[config.mk]
export PLATFORM = sky130hd
export DESIGN_NAME = ilv_seq
export DESIGN_NICKNAME = d
export VERILOG_FILES = /design/src/rtl/ilv_pkg.sv /design/src/rtl/ilv_lane_pick.sv /design/src/rtl/ilv_next.sv /design/src/rtl/ilv_seq.sv
export SDC_FILE = /design/constraint.sdc
export NUM_CORES = 1
export LEC_CHECK = 0
export BUFFER_PORTS_ARGS = -buffer_cell sky130_fd_sc_hd__buf_2
export CORE_UTILIZATION = 51
export CTS_CLUSTER_SIZE = 24
export DETAILED_ROUTE_END_ITERATION = 7
export HOLD_SLACK_MARGIN = 0.15
export PLACE_DENSITY = 0.83
export SYNTH_ARGS = -nofsm -noshare
export SYNTH_HDL_FRONTEND = slang
export SYNTH_SLANG_ARGS = --single-unit
[constraint.sdc]
create_clock -name clk -period 6 [get_ports clk]
set_clock_uncertainty 0.2 [all_clocks]
set_input_delay 1.2 -clock clk [delete_from_list [all_inputs] [get_ports clk]]
set_output_delay 1.2 -clock clk [all_outputs]
set_load 0.005 [all_outputs]
[src/rtl/ilv_pkg.sv]
package ilv_pkg;
  typedef enum logic [1:0] {
    M_SEQ  = 2'd0,
    M_PEND = 2'd1,
    M_ILV  = 2'd2
  } mode_e;

  typedef struct packed {
    logic br;
    logic ibr;
    logic cnd;
  } pdec_t;
endpackage

[src/rtl/ilv_lane_pick.sv]
module ilv_lane_pick
  import ilv_pkg::*;
#(
  parameter int AW = 16
) (
  input  logic          sel,
  input  pdec_t         ev_f,
  input  pdec_t         od_f,
  input  logic [AW-1:0] ev_t,
  input  logic [AW-1:0] od_t,
  output pdec_t         f,
  output logic [AW-1:0] t
);
  always_comb begin
    f = sel ? od_f : ev_f;
    t = sel ? od_t : ev_t;
  end
endmodule

[src/rtl/ilv_next.sv]
module ilv_next
  import ilv_pkg::*;
#(
  parameter int AW = 16,
  localparam int DW = AW - 1
) (
  input  mode_e         mode_q,
  input  logic          slot_q,
  input  logic          lane_q,
  input  logic          arm_q,
  input  logic [DW-1:0] dw_q,
  input  pdec_t         ev_f,
  input  pdec_t         od_f,
  input  logic [AW-1:0] ev_t,
  input  logic [AW-1:0] od_t,
  input  logic          cond_valid,
  input  logic          cond_true,
  output mode_e         mode_d,
  output logic          slot_d,
  output logic          lane_d,
  output logic          arm_d,
  output logic [DW-1:0] dw_d,
  output logic          issue,
  output logic          sel
);
  logic          lane_eff;
  pdec_t         cur_f, idle_f;
  logic [AW-1:0] cur_t, idle_t;
  logic [DW-1:0] dw_inc;

  assign lane_eff = (mode_q == M_PEND) ? cond_true : lane_q;
  assign sel      = (mode_q == M_SEQ) ? slot_q : lane_eff;
  assign dw_inc   = dw_q + DW'(1);

  ilv_lane_pick #(.AW(AW)) u_cur (
    .sel(sel), .ev_f(ev_f), .od_f(od_f), .ev_t(ev_t), .od_t(od_t),
    .f(cur_f), .t(cur_t)
  );

  ilv_lane_pick #(.AW(AW)) u_idle (
    .sel(~sel), .ev_f(ev_f), .od_f(od_f), .ev_t(ev_t), .od_t(od_t),
    .f(idle_f), .t(idle_t)
  );

  always_comb begin
    mode_d = mode_q;
    slot_d = slot_q;
    lane_d = lane_q;
    arm_d  = arm_q;
    dw_d   = dw_q;
    issue  = 1'b0;
    if (mode_q == M_SEQ) begin
      issue = 1'b1;
      arm_d = 1'b0;
      if (cur_f.br) begin
        dw_d   = cur_t[AW-1:1];
        slot_d = cur_t[0];
      end else if (cur_f.ibr) begin
        dw_d   = cur_t[AW-1:1];
        mode_d = M_ILV;
        lane_d = cur_t[0];
        slot_d = 1'b0;
      end else if (!slot_q) begin
        slot_d = 1'b1;
        arm_d  = cur_f.cnd;
      end else begin
        dw_d   = dw_inc;
        slot_d = 1'b0;
        mode_d = (cur_f.cnd || arm_q) ? M_PEND : M_SEQ;
      end
    end else if (mode_q == M_ILV || cond_valid) begin
      issue  = 1'b1;
      lane_d = lane_eff;
      slot_d = 1'b0;
      arm_d  = 1'b0;
      if (cur_f.br) begin
        dw_d   = cur_t[AW-1:1];
        slot_d = cur_t[0];
        mode_d = M_SEQ;
      end else if (cur_f.ibr) begin
        dw_d   = cur_t[AW-1:1];
        lane_d = cur_t[0];
        mode_d = M_ILV;
      end else if (cur_f.cnd) begin
        dw_d   = dw_inc;
        mode_d = M_PEND;
      end else if (idle_f.br || idle_f.ibr) begin
        dw_d   = dw_inc;
        mode_d = M_SEQ;
      end else begin
        dw_d   = dw_inc;
        mode_d = M_ILV;
      end
    end
  end

  logic unused_idle;
  assign unused_idle = idle_f.cnd ^ (^idle_t);
endmodule

[src/rtl/ilv_seq.sv]
module ilv_seq
  import ilv_pkg::*;
#(
  parameter int          AW         = 16,
  parameter int          IW         = 32,
  parameter logic [15:0] RESET_ADDR = 16'h0008,
  localparam int         DW         = AW - 1
) (
  input  logic          clk,
  input  logic          rst_n,
  output logic [DW-1:0] fetch_dw,
  input  logic [IW-1:0] ev_word,
  input  logic          ev_br,
  input  logic          ev_ibr,
  input  logic          ev_cnd,
  input  logic [AW-1:0] ev_tgt,
  input  logic [IW-1:0] od_word,
  input  logic          od_br,
  input  logic          od_ibr,
  input  logic          od_cnd,
  input  logic [AW-1:0] od_tgt,
  input  logic          cond_valid,
  input  logic          cond_true,
  output logic          iss_valid,
  output logic [IW-1:0] iss_word,
  output logic [AW-1:0] iss_addr
);
  localparam logic [AW-1:0] RST_W = AW'(RESET_ADDR);

  logic [1:0]    rs_q;
  logic          srst_n;
  mode_e         mode_q, mode_d;
  logic          slot_q, slot_d, lane_q, lane_d, arm_q, arm_d;
  logic [DW-1:0] dw_q, dw_d;
  logic          issue, sel;
  pdec_t         ev_f, od_f;

  always_ff @(posedge clk or negedge rst_n) begin
    if (!rst_n) rs_q <= 2'b00;
    else        rs_q <= {rs_q[0], 1'b1};
  end
  assign srst_n = rs_q[1];

  assign ev_f = '{br: ev_br, ibr: ev_ibr, cnd: ev_cnd};
  assign od_f = '{br: od_br, ibr: od_ibr, cnd: od_cnd};

  ilv_next #(.AW(AW)) u_next (
    .mode_q(mode_q), .slot_q(slot_q), .lane_q(lane_q), .arm_q(arm_q),
    .dw_q(dw_q), .ev_f(ev_f), .od_f(od_f), .ev_t(ev_tgt), .od_t(od_tgt),
    .cond_valid(cond_valid), .cond_true(cond_true),
    .mode_d(mode_d), .slot_d(slot_d), .lane_d(lane_d), .arm_d(arm_d),
    .dw_d(dw_d), .issue(issue), .sel(sel)
  );

  always_ff @(posedge clk or negedge srst_n) begin
    if (!srst_n) begin
      mode_q <= M_SEQ;
      slot_q <= RST_W[0];
      lane_q <= 1'b0;
      arm_q  <= 1'b0;
      dw_q   <= RST_W[AW-1:1];
    end else begin
      mode_q <= mode_d;
      slot_q <= slot_d;
      lane_q <= lane_d;
      arm_q  <= arm_d;
      dw_q   <= dw_d;
    end
  end

  always_ff @(posedge clk or negedge srst_n) begin
    if (!srst_n) begin
      iss_valid <= 1'b0;
      iss_word  <= '0;
      iss_addr  <= '0;
    end else begin
      iss_valid <= issue;
      if (issue) begin
        iss_word <= sel ? od_word : ev_word;
        iss_addr <= {dw_q, sel};
      end
    end
  end

  assign fetch_dw = dw_q;
endmodule

==> results of run 1 <==
## final cells by class
| type | count | area share (%) |
|---|---|---|
| flip-flops and latches | 71 | 37.5 |
| multi-input cells | 328 | 36.2 |
| inverters | 6 | 0.475 |
| well taps | 96 | 2.53 |
| clock buffers | 9 | 2.61 |
| clock inverters | 6 | 1.82 |
| repair buffers | 175 | 18.8 |
## cells in the mapped netlist (4+ instances only)
| library cell | count |
|---|---|
| and4_1 | 4 |
| a311o_1 | 4 |
| buf_1 | 6 |
| clkbuf_1 | 25 |
| dfrtp_1 | 70 |
| a21oi_1 | 11 |
| o21ai_0 | 18 |
| nand2_1 | 112 |
| inv_1 | 5 |
| a31oi_1 | 39 |
| a22oi_1 | 4 |
| and3_1 | 8 |
| a211oi_1 | 6 |
| nor2_1 | 49 |
| nand3_1 | 8 |
| nor3_1 | 27 |
## path summary, 6_finish.rpt
kind	startpoint	end	slack, ps
min	rs_q[0]	rs_q[1]	160
min reg2reg	rs_q[0]	rs_q[1]	160
max in group asynchronous	rs_q[1]	iss_valid	4740
max	cond_valid	fetch_dw[9]	2650
max reg2reg	mode_q[0]	fetch_dw[9]	2950
min in group asynchronous	rs_q[1]	lane_q	260
## power by group through the flow
stage	sequential [mW]	clock, mW	combinational [mW]
floorplan	0.909	0	0.836
global placement	0.931	0	1.21
detailed placement	0.932	0	1.26
CTS	0.926	0.418	1.27
global route	0.959	0.441	1.42
finish	0.929	0.417	1.27
## cell families after synthesis
logic type	Yosys count
DFF	71
other	1
buffers and inverters	42
AOI/OAI and AO/OA	96
and+or+nand+nor	222
muxes	8
adders and majority gates	1
## registers in the layout, indices dropped and copies added, names as in the netlist
register	flops
arm_q	1
fetch_dw	15
iss_addr	16
iss_valid	1
iss_word	32
lane_q	1
mode_q	2
rs_q	2
slot_q	1
## metal layers
metal  wire length (microns)  vias to the layer above  part of all wire [%]
met1                    4350                     1779                    42
met2                    5020                      183                    49
met3                     704                       24                   6.8
li1                        -                     1835                     -
met4                     243                        0                   2.4
met5                       0                        -                     0
## layout by cell type, fill, tap and decap left out, drive strengths merged, types with 4 or more instances in the layout
master  Yosys  routed
and4        4       4
nand2     112     112
dfrtp      70      70
a22oi       4       4
a311o       4       4
inv         5       6
nand3       8       8
mux2        5       5
o21ai      18      18
a31oi      39      39
nor3       27      27
nor2       49      49
clkbuf     25       9
buf        11     175
a21oi      11      11
a211oi      6       6
and3        8       8
==> flow_summary.yaml, run 1 <==
detailed_routing:
  drt_iter0_drc: 260
  wl_per_cell_microns: 14.9
  first_pass_iters: 5
  antenna_left: 0
  drc: 0
  drt-total-wl_microns: 10300
  routed_via_density: 5.53
  vias: 3821
floorplan:
  fp.dieW_microns: 86.7
  rows: 30
  start_util_pct: 53.2
  die_area_sq_um: 7510
  ios: 170
  core_area_sq_um: 6870
  die_y_microns: 86.7
cells_and_area:
  area_growth_syn_to_layout_pct: 29.6
  fin_cells: 691
  final_util_pct: 69.0
  post-route-cell-area_sq_um: 4740
  fin_nets: 698
  regArea_sq_um: 1780
  drive_gt1_share_pct: 34.5
  diodes: 0
  fillers: 574
  multi_input_area_sq_um: 1720
critical_path:
  cp_num_cells: 7
  start_kind: "input pin"
  worstPathMaxFanout: 78
  slowest_stage: "inv_2"
  critPathKind: "in -> reg"
  cp_num_buf_inv: 3
  crit_chain: "buf_2 > nor2b_2 > buf_4 > inv_2 > nand2_1 > a21oi_1 > o221a_2"
  r2r_cells: 6
  crit_family: "buffers and inverters"
  slowest_delay_ps: 860
  end_kind: "flip-flop"
  arrival_ps: 3440
  cp.required_ps: 6090
timing:
  worst_pin_slew_ps: 1150
  rsz0062_at_grt: "false"
  clock.fmax_mhz: 299
  finalMaxSlewViolations: 0
  hold_viol_final: 0
  finalCritPeriodShare_pct: 55.8
  layout_setup_ws_ps: 2650
  finalSetupViolCount: 0
  min_period_ps: 3350
  fin_setup_tns_ps: 0
  relSlewSlack_pct: 23.1
  whs_ps: 157
clock_network:
  path_clk_slew_ps: 80
  cts_resized: 0
  cts_sinks: 71
  insertion_delay_ps: 350
  ctsHoldBuffers: 0
  cts_buffers: 9
  cts_buffer_depth: 2
  cts_setup_buffers: 0
  cts-htree-levels: 3
  root_buffer: "clkbuf_8"
  cts_tree: "done"
place:
  dp_slack_ps: 2310
  gp_congestion: 0.876
  dpl.cell_count: 676
  place_area_sq_um: 4530
  place_hpwl_microns: 7090
  io_buffers: 169
power_and_ir_drop:
  p_sw_share_pct: 42.4
  pwr-share-comb_pct: 48.5
  power_density_nw_per_um2: 551
  ir_drop_mv: 0.250
  p_seq_share_pct: 35.6
  internal-power_mw: 1.51
  p_leak_nw: 2.34
  clock_power_share_pct: 16.0
  p_sw_mw: 1.11
  finalPower_mw: 2.61
grt:
  use_met1_pct: 35.4
  overflow: 0
  use_met2_pct: 47.1
  grt_use_total_pct: 28.1
  grt_max_degree: 79
  antenna_found_initial: 0
  gr-max-usage-layer: "met2"
  grtUsageMet3_pct: 5.05
  grt_pass1_wl_microns: 16200
  grt_pass1_vias: 3562
logic_synthesis:
  yosysSeqAreaShare_pct: 48.6
  synth_warnings: 0
  netlist_top_cells_area: "dfrtp_1 48%, nand2_1 12%, a31oi_1 6.7%, nor2_1 5.0%, nor3_1 3.7%"
  synth_top_flop_cell: "dfrtp_1"
  synth_seq_cells: 71
  synthAdderAreaFrac_pct: 0.342
  synth_largest_area_cell: "dfrtp_1"
  yosys.area_share.simple_pct: 26.1
  synth_top_family_by_area: "simple AND/OR/NAND/NOR gates"
  async_flop_share_pct: 100
  muxShareOfSynthArea_pct: 2.57
  syn_area_sq_um: 3650
  syn_inst: 441
  syn_area_per_cell_sq_um: 8.29
  syn_nets: 548
  synth_xor_area_share_pct: 0
  synth_edf_count: 0
  synth_compound_area_share_pct: 17.4
  yosysTopAreaCellShare_pct: 47.9
  synthDistinctLibCells: 40
hold_path:
  hold_depth: 0
  holdCritPathClass: "reg -> reg"
status:
  status: "finished clean"
flow_run:
  cap_viol_max_count: 0
(Power assumes the default switching activity.)
==> run 2: changes to the inputs <==
- ABC_AREA: default -> 1
- CORE_UTILIZATION: 51 -> 48
- PLACE_DENSITY: 0.83 -> 0.78
- clock period: 6 -> 3.4 ns (I/O delays scaled with it)
==> flow_summary.yaml, run 2 <==
logic_synthesis:
  netlist_top_cells_area: "dfrtp_1 45%, nand2_1 23%, a31oi_1 5.1%, nor2_1 4.3%, nand3_1 4.0%"
  synthAdderAreaFrac_pct: 0.320
  synth_top_flop_cell: "dfrtp_1"
  syn_inst: 541
  synth_compound_area_share_pct: 8.77
  syn_nets: 648
  yosysTopAreaCellShare_pct: 44.8
  synth_warnings: 0
  syn_area_per_cell_sq_um: 7.23
  synthDistinctLibCells: 30
  yosysMostFrequentCell: "nand2_1"
  yosysSeqAreaShare_pct: 45.5
  async_flop_share_pct: 100
  syn_area_sq_um: 3910
  synth_edf_count: 0
  synth_largest_area_cell: "dfrtp_1"
  yosys.area_share.simple_pct: 35.9
  synth_top_family_by_area: "simple AND/OR/NAND/NOR gates"
  synth_xor_area_share_pct: 1.79
  muxShareOfSynthArea_pct: 0
  synth_seq_cells: 71
  synth_common_cells: "241 x nand2_1, 70 x dfrtp_1, 45 x nor2_1"
place:
  place_hpwl_microns: 7800
  io_buffers: 169
  gp_congestion: 0.952
  place_area_sq_um: 4760
detailed_routing:
  vias: 4059
  drt-total-wl_microns: 10500
  drt_iter0_drc: 303
  wl_per_cell_microns: 13.0
  antenna_left: 0
  first_pass_iters: 5
  routed_via_density: 5.02
  drc: 0
critical_path:
  critPathKind: "reg -> reg"
  cp_num_cells: 9
  slowest_delay_ps: 450
  crit_end: "fetch_dw[4]"
  r2r_start: "mode_q[0]"
  r2r_end: "fetch_dw[4]"
  crit_chain: "nor2_4 > nand2_2 > nand2_4 > nand2_2 > nand2_2 > nand2_1 > o21ai_0 > nand2_1 > nand2_1"
  cp.required_ps: 3470
  r2r_cells: 9
  worstPathMaxFanout: 36
  cp_num_buf_inv: 0
  r2r_setup_slack_ps: 680
  start_kind: "flip-flop"
  arrival_ps: 2790
  crit_family: "simple AND/OR/NAND/NOR gates"
  slowest_stage: "dfrtp_1"
  critPathLaunch: "mode_q[0]"
  end_kind: "flip-flop"
clock_network:
  cts_buffer_depth: 2
  insertion_delay_ps: 340
  cts_resized: 0
  cts_buffers: 9
  path_clk_slew_ps: 80
  cts_tree: "done"
  cts-htree-levels: 3
  root_buffer: "clkbuf_8"
  cts_sinks: 71
hold_path:
  hold_depth: 0
  holdCritPathClass: "reg -> reg"
cells_and_area:
  final_cell_mix: "241 x nand2_1, 169 x buf_2, 69 x dfrtp_1, 45 x nor2_1, 32 x a31oi_1"
  fillers: 727
  fin_nets: 810
  diodes: 0
  post-route-cell-area_sq_um: 4950
  largest_reg_flops: 32
  drive_gt1_share_pct: 28.9
  regMostFlops: "iss_word"
  mostFrequentLayoutCell: "nand2_1"
  area_growth_syn_to_layout_pct: 26.6
timing:
  fin_setup_tns_ps: 0
  finalCritPeriodShare_pct: 80.0
  min_period_ps: 2720
  rsz0062_at_grt: "false"
  clock.fmax_mhz: 368
  worst_pin_slew_ps: 618
  finalSetupViolCount: 0
  finalMaxSlewViolations: 0
  hold_viol_final: 0
  relSlewSlack_pct: 58.7
grt:
  grt_use_total_pct: 25.7
  antenna_found_initial: 0
  grt_max_degree: 57
  overflow: 0
  grt_pass1_vias: 3807
  grt_pass1_wl_microns: 17400
floorplan:
  rows: 32
  start_util_pct: 50.1
  ios: 170
  fp.dieW_microns: 92.2
  die_y_microns: 92.2
  die_area_sq_um: 8510
  core_area_sq_um: 7810
status:
  status: "finished clean"
power_and_ir_drop:
  ir_drop_mv: 0.608
  power_density_nw_per_um2: 997
  p_leak_nw: 2.75
flow_run:
  cap_viol_max_count: 0
## run 2: changes by cell type after synthesis, moves of 11 or more
cell	delta
nand2_1	+129
clkbuf_1	-18
nand3_1	+23
inv_1	+25
a21oi_1	-11
nor3_1	-21
## run 2: area by class of cell
| class | instances | area [sq um] | share of cell area, % |
|---|---|---|---|
| Sequential cell | 71 | 1780 | 35.9 |
| Clock buffer | 10 | 128 | 2.58 |
| Multi-Input combinational cell | 410 | 1830 | 37.0 |
| Tap cell | 102 | 128 | 2.58 |
| Clock inverter | 5 | 35.0 | 0.708 |
| Timing Repair Buffer | 178 | 921 | 18.6 |
| Inverter | 33 | 129 | 2.60 |
## run 2: logic make-up after synthesis
logic type,after synthesis
fa+ha+maj,1
buf+inv,60
compound gates,60
flops,71
xor+xnor,8
simple gates,340
other cells,1
## run 2: how the worst min path moves through the flow
stage,from,to
final,rs_q[0],rs_q[1]
after global routing,rs_q[0],rs_q[1]
after CTS,rs_q[0],rs_q[1]
after detailed placement,rs_q[1],mode_q[1]
after global placement,rs_q[1],mode_q[1]
after floorplan,rs_q[0],rs_q[1]
## run 2: where the power goes
part / switching (mW) / total, mW / internal [mW] / leakage [nW]
Combinational: 1.74 / 2.74 / 0.993 / 1.81
Clock: 0.323 / 0.585 / 0.262 / 0.0825
Sequential: 0.329 / 1.61 / 1.29 / 0.849
Total: 2.40 / 4.94 / 2.54 / 2.75
## run 2: timing repair
action	4_1_cts	5_1_grt
buffers inserted	0	0
hold endpoints to repair	8	0
hold buffers	3	0
## run 2: metrics by stage
| step | cells | setup WS, ps | util [%] | hold WS, ps | power (mW) |
|---|---|---|---|---|---|
| 2_1_floorplan | 541 | 1080 | - | 131 | 3.60 |
| 3_3_place_gp | 791 | 654 | 60.9 | -95.8 | 4.29 |
| 3_5_place_dp | 791 | 570 | 60.9 | -93.6 | 4.35 |
| 4_1_cts | 809 | 724 | 63.4 | 162 | 4.94 |
| 5_1_grt | 809 | 367 | 63.4 | 169 | 5.44 |
| 6_report | 809 | 681 | 63.4 | 161 | 4.94 |
## run 2: per-layer routing
metal | GRT usage, % | vias to the layer above | wire [microns]
met1 | 34.9 | 1829 | 4670
met5 | 0 | - | 0
met3 | 3.40 | 21 | 674
met4 | 10.8 | 0 | 242
li1 | - | 2043 | -
met2 | 41.3 | 166 | 4940
==> run 3: changes to the inputs <==
- ABC_AREA: 1 -> 0
- CORE_UTILIZATION: 48 -> 47
- clock period: 3.4 -> 2.7 ns (I/O delays scaled with it)
==> flow_summary.yaml, run 3 (same netlist as run 1, synthesis figures left out) <==
status:
  status: "finished clean"
grt:
  overflow: 0
  grt_use_total_pct: 26.0
  grt_max_degree: 78
  antenna_found_initial: 0
  grt_pass1_wl_microns: 17100
  grt_pass1_vias: 3695
clock_network:
  cts_resized: 0
  cts_sinks: 71
  cts_buffer_depth: 2
  path_clk_slew_ps: 80
  cts_buffers: 9
  root_buffer: "clkbuf_8"
  cts-htree-levels: 3
  cts_tree: "done"
  insertion_delay_ps: 330
detailed_routing:
  antenna_left: 0
  first_pass_iters: 6
  drt_iter0_drc: 197
  drc: 0
  routed_via_density: 5.38
  drt-total-wl_microns: 10000
  wl_per_cell_microns: 14.3
  vias: 3791
power_and_ir_drop:
  p_leak_nw: 2.38
  finalPower_mw: 5.70
  power_density_nw_per_um2: 1180
  ir_drop_mv: 0.561
cells_and_area:
  post-route-cell-area_sq_um: 4820
  mostFrequentLayoutCell: "buf_2"
  final_util_pct: 65.4
  regMostFlops: "iss_word"
  diodes: 0
  fillers: 701
  final_cell_mix: "169 x buf_2, 112 x nand2_1, 69 x dfrtp_1, 49 x nor2_1, 39 x a31oi_1"
  area_growth_syn_to_layout_pct: 32.0
  fin_nets: 707
  largest_reg_flops: 32
  drive_gt1_share_pct: 35.2
hold_path:
  holdCritPathClass: "reg -> reg"
floorplan:
  start_util_pct: 49.6
  fp.dieW_microns: 90.2
  ios: 170
  rows: 31
  core_area_sq_um: 7370
  die_y_microns: 90.2
  die_area_sq_um: 8130
place:
  io_buffers: 169
  place_hpwl_microns: 7390
  place_area_sq_um: 4600
  gp_congestion: 0.869
timing:
  finalCritPeriodShare_pct: 90.1
  hold_viol_final: 0
  min_period_ps: 2430
  finalSetupViolCount: 0
  worst_pin_slew_ps: 679
  whs_ps: 159
  finalMaxSlewViolations: 0
  clock.fmax_mhz: 411
  relSlewSlack_pct: 54.7
  rsz0062_at_grt: "false"
  fin_setup_tns_ps: 0
critical_path:
  slowest_delay_ps: 500
  start_kind: "flip-flop"
  critPathKind: "reg -> reg"
  cp_num_buf_inv: 1
  end_kind: "flip-flop"
  r2r_setup_slack_ps: 270
  worstPathMaxFanout: 20
  arrival_ps: 2470
  cp.required_ps: 2740
  crit_family: "multiplexers"
  crit_chain: "mux2_4 > mux2_2 > buf_4 > mux2i_1 > o21ai_0 > a221oi_1"
  slowest_stage: "dfrtp_1"
flow_run:
  cap_viol_max_count: 0
run 3: cell count changes in the layout (fill, tap and decap cells not counted), moves of 5 or more:
cell      before  now
nand2_2        5    0
a21oi_1        0   11
nand2_1      241  112
o21ai_1        7    0
nand3_1       31    8
nor3_1         6   27
a31oi_1       32   39
inv_1         30    5
a211oi_1       0    6
xor2_1         7    0
and3_1         0    8
run 3: through the flow:
step | setup slack, ps | cells
4_1_cts | 319 | 704
3_5_place_dp | 216 | 685
2_1_floorplan | 378 | 441
5_1_grt | 213 | 704
6_report | 268 | 704
3_3_place_gp | 244 | 685
run 3: repair_timing:
| action | in CTS | in global routing |
|---|---|---|
| hold buffers | 3 | 0 |
| hold endpoints to repair | 31 | 0 |
| setup buffers | 0 | 0 |
run 3: path summary, 6_finish.rpt:
path | start | end | depth (start not counted)
setup reg to reg | mode_q[0] | fetch_dw[10] | 6
min in group asynchronous | rst_n | rs_q[1] | 2
max in group asynchronous | rs_q[1] | fetch_dw[2] | 2
hold / removal | rs_q[0] | rs_q[1] | 0
setup / recovery | mode_q[0] | fetch_dw[10] | 6
hold reg to reg | rs_q[0] | rs_q[1] | 0
run 3: final cells by class:
| type | instances | area, sq um | area share, % |
|---|---|---|---|
| flip-flops and latches | 71 | 1780 | 36.9 |
| clock buffers | 10 | 138 | 2.85 |
| clock inverters | 6 | 43.8 | 0.908 |
| inverters | 6 | 22.5 | 0.467 |
| repair buffers | 184 | 1000 | 20.8 |
| multi-input cells | 328 | 1720 | 35.6 |
| well taps | 99 | 124 | 2.57 |
run 3: report_power, final:
part,internal (mW),switching (mW)
clock,0.362,0.408
combinational,1.31,1.57
sequential,1.62,0.433
total,3.29,2.41
run 3: per-layer routing:
layer | vias to the layer above | global-route usage, % | routed length, microns
li1 | 1854 | - | -
met1 | 1740 | 32.9 | 4190
met2 | 175 | 43.4 | 4840
met3 | 22 | 5.58 | 794
met4 | 0 | 9.95 | 222
met5 | - | 0 | 0
